## config.mk

```make
export PLATFORM = sky130hd
export DESIGN_NAME = ols_syndrome_sc
export DESIGN_NICKNAME = d
export VERILOG_FILES = /design/src/rtl/ols_syn_pkg.sv /design/src/rtl/ols_check_gen.sv /design/src/rtl/ols_syn_xor.sv /design/src/rtl/ols_parity_tree.sv /design/src/rtl/ols_syndrome_sc.sv
export SDC_FILE = /design/constraint.sdc
export NUM_CORES = 1
export LEC_CHECK = 0
export BUFFER_PORTS_ARGS = -buffer_cell sky130_fd_sc_hd__buf_2
export CAP_MARGIN = 20
export CORE_UTILIZATION = 47
export CTS_CLUSTER_SIZE = 25
export DETAILED_ROUTE_END_ITERATION = 8
export MAX_ROUTING_LAYER = met4
export PLACE_DENSITY = 0.89
export SYNTH_ARGS = -nofsm -noshare
export SYNTH_HDL_FRONTEND = slang
export SYNTH_SLANG_ARGS = --single-unit
```

## constraint.sdc

```tcl
create_clock -name clk -period 0.8 [get_ports clk]
set_clock_uncertainty 0.15 [all_clocks]
set_input_delay 0.08 -clock clk [delete_from_list [all_inputs] [get_ports clk]]
set_output_delay 0.08 -clock clk [all_outputs]
set_load 0.01 [all_outputs]
```

## src/rtl/ols_syn_pkg.sv

```systemverilog
package ols_syn_pkg;

    localparam int unsigned SIDE_DEFAULT = 4;

    // Membership of data bit dbit in check equation chk for a side x side grid.
    // Equations 0..side-1 are rows, side..2*side-1 are columns.
    function automatic bit covers(input int unsigned side,
                                  input int unsigned chk,
                                  input int unsigned dbit);
        if (chk < side)
            return (dbit / side) == chk;
        else
            return (dbit % side) == (chk - side);
    endfunction

endpackage

```

## src/rtl/ols_check_gen.sv

```systemverilog
module ols_check_gen #(
    parameter int unsigned SIDE = 4
) (
    input  logic [SIDE*SIDE-1:0] data_i,
    output logic [2*SIDE-1:0]    chk_o
);
    localparam int unsigned KW = SIDE * SIDE;
    localparam int unsigned CW = 2 * SIDE;

    // One separate network per check bit: no gate shared between them.
    for (genvar g = 0; g < CW; g++) begin : g_eq
        logic acc;
        always_comb begin
            acc = 1'b0;
            for (int unsigned b = 0; b < KW; b++) begin
                if (ols_syn_pkg::covers(SIDE, g, b))
                    acc = acc ^ data_i[b];
            end
        end
        assign chk_o[g] = acc;
    end
endmodule

```

## src/rtl/ols_syn_xor.sv

```systemverilog
module ols_syn_xor #(
    parameter int unsigned CW = 8
) (
    input  logic [CW-1:0] recomp_i,
    input  logic [CW-1:0] stored_i,
    input  logic [CW-1:0] inj_i,
    output logic [CW-1:0] syn_o
);
    for (genvar i = 0; i < CW; i++) begin : g_bit
        assign syn_o[i] = recomp_i[i] ^ stored_i[i] ^ inj_i[i];
    end
endmodule

```

## src/rtl/ols_parity_tree.sv

```systemverilog
module ols_parity_tree #(
    parameter int unsigned W = 8
) (
    input  logic [W-1:0] vec_i,
    output logic         par_o
);
    always_comb begin
        par_o = 1'b0;
        for (int unsigned i = 0; i < W; i++)
            par_o = par_o ^ vec_i[i];
    end
endmodule

```

## src/rtl/ols_syndrome_sc.sv

```systemverilog
module ols_syndrome_sc #(
    parameter int unsigned SIDE = ols_syn_pkg::SIDE_DEFAULT
) (
    input  logic                   clk,
    input  logic                   rst_n,
    input  logic [SIDE*SIDE-1:0]   data_in,
    input  logic [2*SIDE-1:0]      check_in,
    input  logic [2*SIDE-1:0]      fault_inj,
    output logic [2*SIDE-1:0]      syndrome_q,
    output logic                   r1_q,
    output logic                   r2_q,
    output logic                   error_flag_q
);
    localparam int unsigned KW = SIDE * SIDE;
    localparam int unsigned CW = 2 * SIDE;

    logic [CW-1:0] recomp;
    logic [CW-1:0] syn_c;
    logic          r1_c;
    logic          r2_c;

    ols_check_gen #(.SIDE(SIDE)) u_gen (
        .data_i (data_in),
        .chk_o  (recomp)
    );

    ols_syn_xor #(.CW(CW)) u_syn (
        .recomp_i (recomp),
        .stored_i (check_in),
        .inj_i    (fault_inj),
        .syn_o    (syn_c)
    );

    // r1 is built from the syndrome nodes only.
    ols_parity_tree #(.W(CW)) u_par_syn (
        .vec_i (syn_c),
        .par_o (r1_c)
    );

    // r2 is built from the stored check bits only, a disjoint network.
    ols_parity_tree #(.W(CW)) u_par_chk (
        .vec_i (check_in),
        .par_o (r2_c)
    );

    always_ff @(posedge clk or negedge rst_n) begin
        if (!rst_n) begin
            syndrome_q   <= '0;
            r1_q         <= 1'b0;
            r2_q         <= 1'b0;
            error_flag_q <= 1'b0;
        end else begin
            syndrome_q   <= syn_c;
            r1_q         <= r1_c;
            r2_q         <= r2_c;
            error_flag_q <= r1_c ^ r2_c;
        end
    end

    // The data width is fixed by the grid side.
    if (KW != SIDE * SIDE) begin : g_bad
        $error("grid width mismatch");
    end
endmodule

```

==> key figures, run 1 <==
Outcome
  • Status: stopped before the end
  • Stop stage: 5_1_grt
  • First Err: [ERROR DPL-0038] Utilization greater than 100%, impossible to legalize

Clocking
  • Cts bufs inserted: 3
  • Clock Path Buffers: 2
  • CTS root buf: clkbuf_4
  • Clock sinks: 11
  • H-tree depth: 1

Yosys
  • Syn nets: 97
  • Seq/Total Area, Yosys: 0.3298
  • Synth Cell Area: approximately 830 sq um
  • Synth Area per Inst: ~13 sq um
  • Syn Inst Count: 63
  • Syn. warnings: 0
  • Synth cell types: 8
  • Yosys reg bits: 11

Timing
  • Worst-path endpoint after global-route repair_timing: error_flag_q$_DFF_PN0_/D
  • Worst EP kind: register data pin

Global route
  • Largest net degree at the start of global routing: 12

Placed design
  • I/O Buffers: 44
  • DPL Wire Length: 1.783 mm
  • Global placement routability congestion: 0.7953
  • Placed cells: between 100 and 150

Floorplan
  • IO Pins: 45
  • Die W: 44.14 um
  • Num rows: 14
  • Initial Utilization: 0.5294
  • Die H: around 44 um
==> cells by family after synthesis <==
group	share of synthesized area
xor gates and xnor gates	0.6657
buffers and inverters	0.004493
DFF	0.3298
==> stage by stage <==
| stage | util | cell area, sq um | setup slack (ps) |
|---|---|---|---|
| after detailed placement | 0.8317 | 1311 | -1197 |
| after floorplan | - | 935.9 | -896.4 |
| after CTS | 0.9468 | 1493 | -836.3 |
| after global placement | 0.8317 | 1311 | -1058 |
==> cell usage after synthesis <==
master	instances	area (sq um)
dfrtp_1	11	275.3
xnor3_1	3	67.56
xnor3_2	2	47.55
inv_1	1	3.750
xnor2_1	35	306.5
xor2_1	8	70.07
xor3_1	2	47.55
xnor2_2	1	16.27
==> timing repair <==
action                                  4_1_cts
pin swaps                                    10
resized for setup                            30
endpoints found under the hold margin        11
hold buffers                                  1
buffers inserted                              2
endpoints found under the setup margin       17
==> inputs of run 2 (changes only) <==
--- a/config.mk
+++ b/config.mk
@@ -7,11 +7,10 @@
 export LEC_CHECK = 0
 export BUFFER_PORTS_ARGS = -buffer_cell sky130_fd_sc_hd__buf_2
 export CAP_MARGIN = 20
-export CORE_UTILIZATION = 47
-export CTS_CLUSTER_SIZE = 25
+export CORE_AREA = 2 2 63 65
 export DETAILED_ROUTE_END_ITERATION = 8
-export MAX_ROUTING_LAYER = met4
-export PLACE_DENSITY = 0.89
+export DIE_AREA = 0 0 65 67
+export PLACE_DENSITY_LB_ADDON = 0.15
 export SYNTH_ARGS = -nofsm -noshare
 export SYNTH_HDL_FRONTEND = slang
 export SYNTH_SLANG_ARGS = --single-unit
==> key figures, run 2 <==
Clocking
  • H-tree depth: 1 (unchanged)
  • CTS clk-pin slew, worst paths: 50 ps
  • Clock Path Buffers: 2 (unchanged)
  • Cts bufs inserted: 3 (unchanged)
  • Clock sinks: 11 (unchanged)
  • Clock tree from TritonCTS: done
  • CTS root buf: clkbuf_8

Drt
  • 1st-iter DRT viols: 6
  • Top layer in use: met4
  • Vias: 696
  • Met2 WL: ~1.2 mm
  • Metal3 WL: between 100 and 150 um
  • Pre-antenna DRT Iters: 2
  • Antenna-violating nets left: 0
  • Drt drc: 0
  • Post-Route WL: 2.005 mm
  • Drt wl/cell: between 10 and 15 um
  • Vias per cell: 3.722
  • Metal-1 WL: approximately 650 um

Yosys
  • Synth Area per Inst: 13.25 sq um (unchanged)
  • Seq/Total Area, Yosys: 0.3298 (unchanged)
  • Synth cell types: 8 (unchanged)
  • Synth Cell Area: 834.6 sq um (unchanged)
  • Top-count cell post-synth: xnor2_1
  • Yosys reg bits: 11 (unchanged)
  • Syn. warnings: 0 (unchanged)
  • Area share of the largest cell type after synthesis: 0.3673 (unchanged)
  • Number of flops mapped to enable cells by yosys: 0 (unchanged)
  • Synth Flop Type: dfrtp_1
  • Async set-reset flop share out of synthesis: 1.000 (unchanged)
  • Top cells by area, synth: xnor2_1 37%, dfrtp_1 33%, xor2_1 8.4%
  • List of most frequent post-synthesis cells: 35 x xnor2_1, 11 x dfrtp_1, 8 x xor2_1
  • Syn nets: 97 (unchanged)
  • Syn Inst Count: 63 (unchanged)
  • Largest area contributor in the netlist: xnor2_1

Cells and area
  • Layout cell share with drive strength beyond 1: 0.8129
  • Commonest non-fill, non-tap cell in the layout: xnor2_2
  • Util after Layout: 0.5389
  • Syn-to-layout area delta: 132.8%
  • # fillers: 297
  • Register with the highest flop count: syndrome_q
  • Max FFs per register: 8
  • Antenna Diode Count: 0
  • Final Non-Filler Cells: 187
  • Most frequent cells in the layout: 24 x xnor2_2, 23 x buf_2, 23 x buf_6
  • Final nets: 174

Floorplan
  • Die ar.: between 0.004 and 0.005 sq mm
  • Die W: 65 um (+47%)
  • IO Pins: 45 (unchanged)
  • Total core area: 0.003606 sq mm
  • Die H: 67 um (+52%)
  • Initial Utilization: 0.2314 (-0.2979)
  • Num rows: 22 (+8)

Placed design
  • DPL Wire Length: 1.658 mm (-7.0%)
  • Placed cells: 179 (+27%)
  • I/O Buffers: 44 (unchanged)
  • Global placement routability congestion: 0.6995 (-12%)

Critical path
  • Crit-path max cell delay: approximately 430 ps
  • Crit-path slowest cell: xnor3_1
  • Cells along the critical path: buf_6 -> xor2_1 -> xnor3_1 -> xnor3_1 -> xor3_1 -> xnor3_1
  • Most frequent CP cell: xnor3_1
  • CP Class: in2reg
  • Worst path arrival time: about 1600 ps
  • Crit path max fanout: 2
  • Crit start category: input pin
  • Endpoint class of the critical path: register
  • Worst Setup SP: data_in[8]
  • Critical Path RT: 750 ps
  • Critical Path End: error_flag_q

Outcome
  • Failing checks: negative setup slack
  • Status: finished with violations

Timing
  • Final hold violations: 0
  • Unrepaired setup endpoints after global routing: yes
  • Minimum clock period: 1693 ps
  • Setup slack after layout: -892.7 ps
  • Max Freq: 590.8 MHz
  • Slew Limit Fails: 0
  • Relative slew slack: 0.8207
  • Setup-failing EPs final: 19
  • Slew @ Worst Pin: between 200 and 300 ps
  • Final Cycle Share: 2.116

Global route
  • Initial antenna violation count: 0
  • Largest net degree at the start of global routing: 12
  • Vias in the first global route: a little under 800
  • GR Util All Layers: 0.1034
  • Total gr overflow: 0
  • First-pass GRT wire length: 3.367 mm

Pwr
  • Leakage power total: 0.9524 nW
  • Clock share of power: 0.135
  • VDD IR max: 0.8648 mV
  • Sequential share of power: 0.207
  • Sw Ratio: 0.2937
  • Switch Pwr: 1.161 mW
  • PD cells: 2035 mW/mm^2
  • P_int: 2.792 mW
  • Gate power share: 0.658
  • Final Power: 3.954 mW

Job
  • Max_cap viols: 0

Worst hold path
  • Hold Crit Class: in2async
-- run 2: cell families (layout without fill, tap and decap cells) --
kind of cell  count (synthesis)  count (layout)  synth area share
xor+xnor                     51              51            0.6657
flops                        11              11            0.3298
buf+inv                       1              77          0.004493
-- run 2: worst min-delay path by stage --
| stage | to | slack (ps) | depth (start not counted) |
|---|---|---|---|
| 2_1_floorplan | error_flag_q | -370 | 0 |
| 3_3_place_gp | syndrome_q[2] | -200 | 1 |
| 3_5_place_dp | syndrome_q[4] | -200 | 1 |
| 4_1_cts | syndrome_q[3] | 80 | 3 |
| 5_1_grt | syndrome_q[3] | 110 | 2 |
| 6_report | syndrome_q[4] | 90 | 2 |
-- run 2: through the flow --
stage               TNS [ps]  hold slack [ps]  worst slack, ps  cell area [sq um]
floorplan              -1775           -365.6           -896.4              935.9
global placement       -5531           -198.5            -1136               1396
detailed placement     -5566           -196.5            -1201               1396
CTS                    -4135            76.02           -882.2               1737
global route           -4470            110.9           -950.9               1943
finish                 -3918            91.86           -892.7               1943
-- run 2: final cells by class --
cell class	instances	area, sq um	share of cell area
flip-flops and latches	11	275.3	0.1417
inverters	1	3.754	0.001932
multi-input cells	51	919.6	0.4733
well taps	48	60.06	0.03091
repair buffers	72	639.4	0.3290
clock buffers	4	45.04	0.02318
-- run 2: metal layers --
metal,vias up,global-route usage
li1,345,-
met1,322,0.1126
met2,25,0.1985
met3,4,0.01689
met4,0,0.03989
met5,-,0
-- run 2: what timing repair did --
action	CTS	global route
endpoints found under the setup margin	20	22
hold buffers	1	0
gates resized for setup	56	30
setup buffers	8	4
pin swaps	23	22
endpoints found under the hold margin	11	0
-- run 2: power groups by stage --
| stage | clock network, mW | registers [mW] | logic (mW) |
|---|---|---|---|
| floorplan | 0 | 0.946 | 1.14 |
| global placement | 0 | 0.831 | 1.96 |
| detailed placement | 0 | 0.832 | 1.99 |
| CTS | 0.550 | 0.823 | 2.44 |
| global route | 0.573 | 0.838 | 2.76 |
| finish | 0.534 | 0.820 | 2.60 |
-- run 2: critical path: cells and delay by family --
kind | cells | cell delay, ps
XOR/XNOR | 5 | 1460
buffers and inverters | 1 | 90
Note: power is estimated with default switching activity, not from simulation.
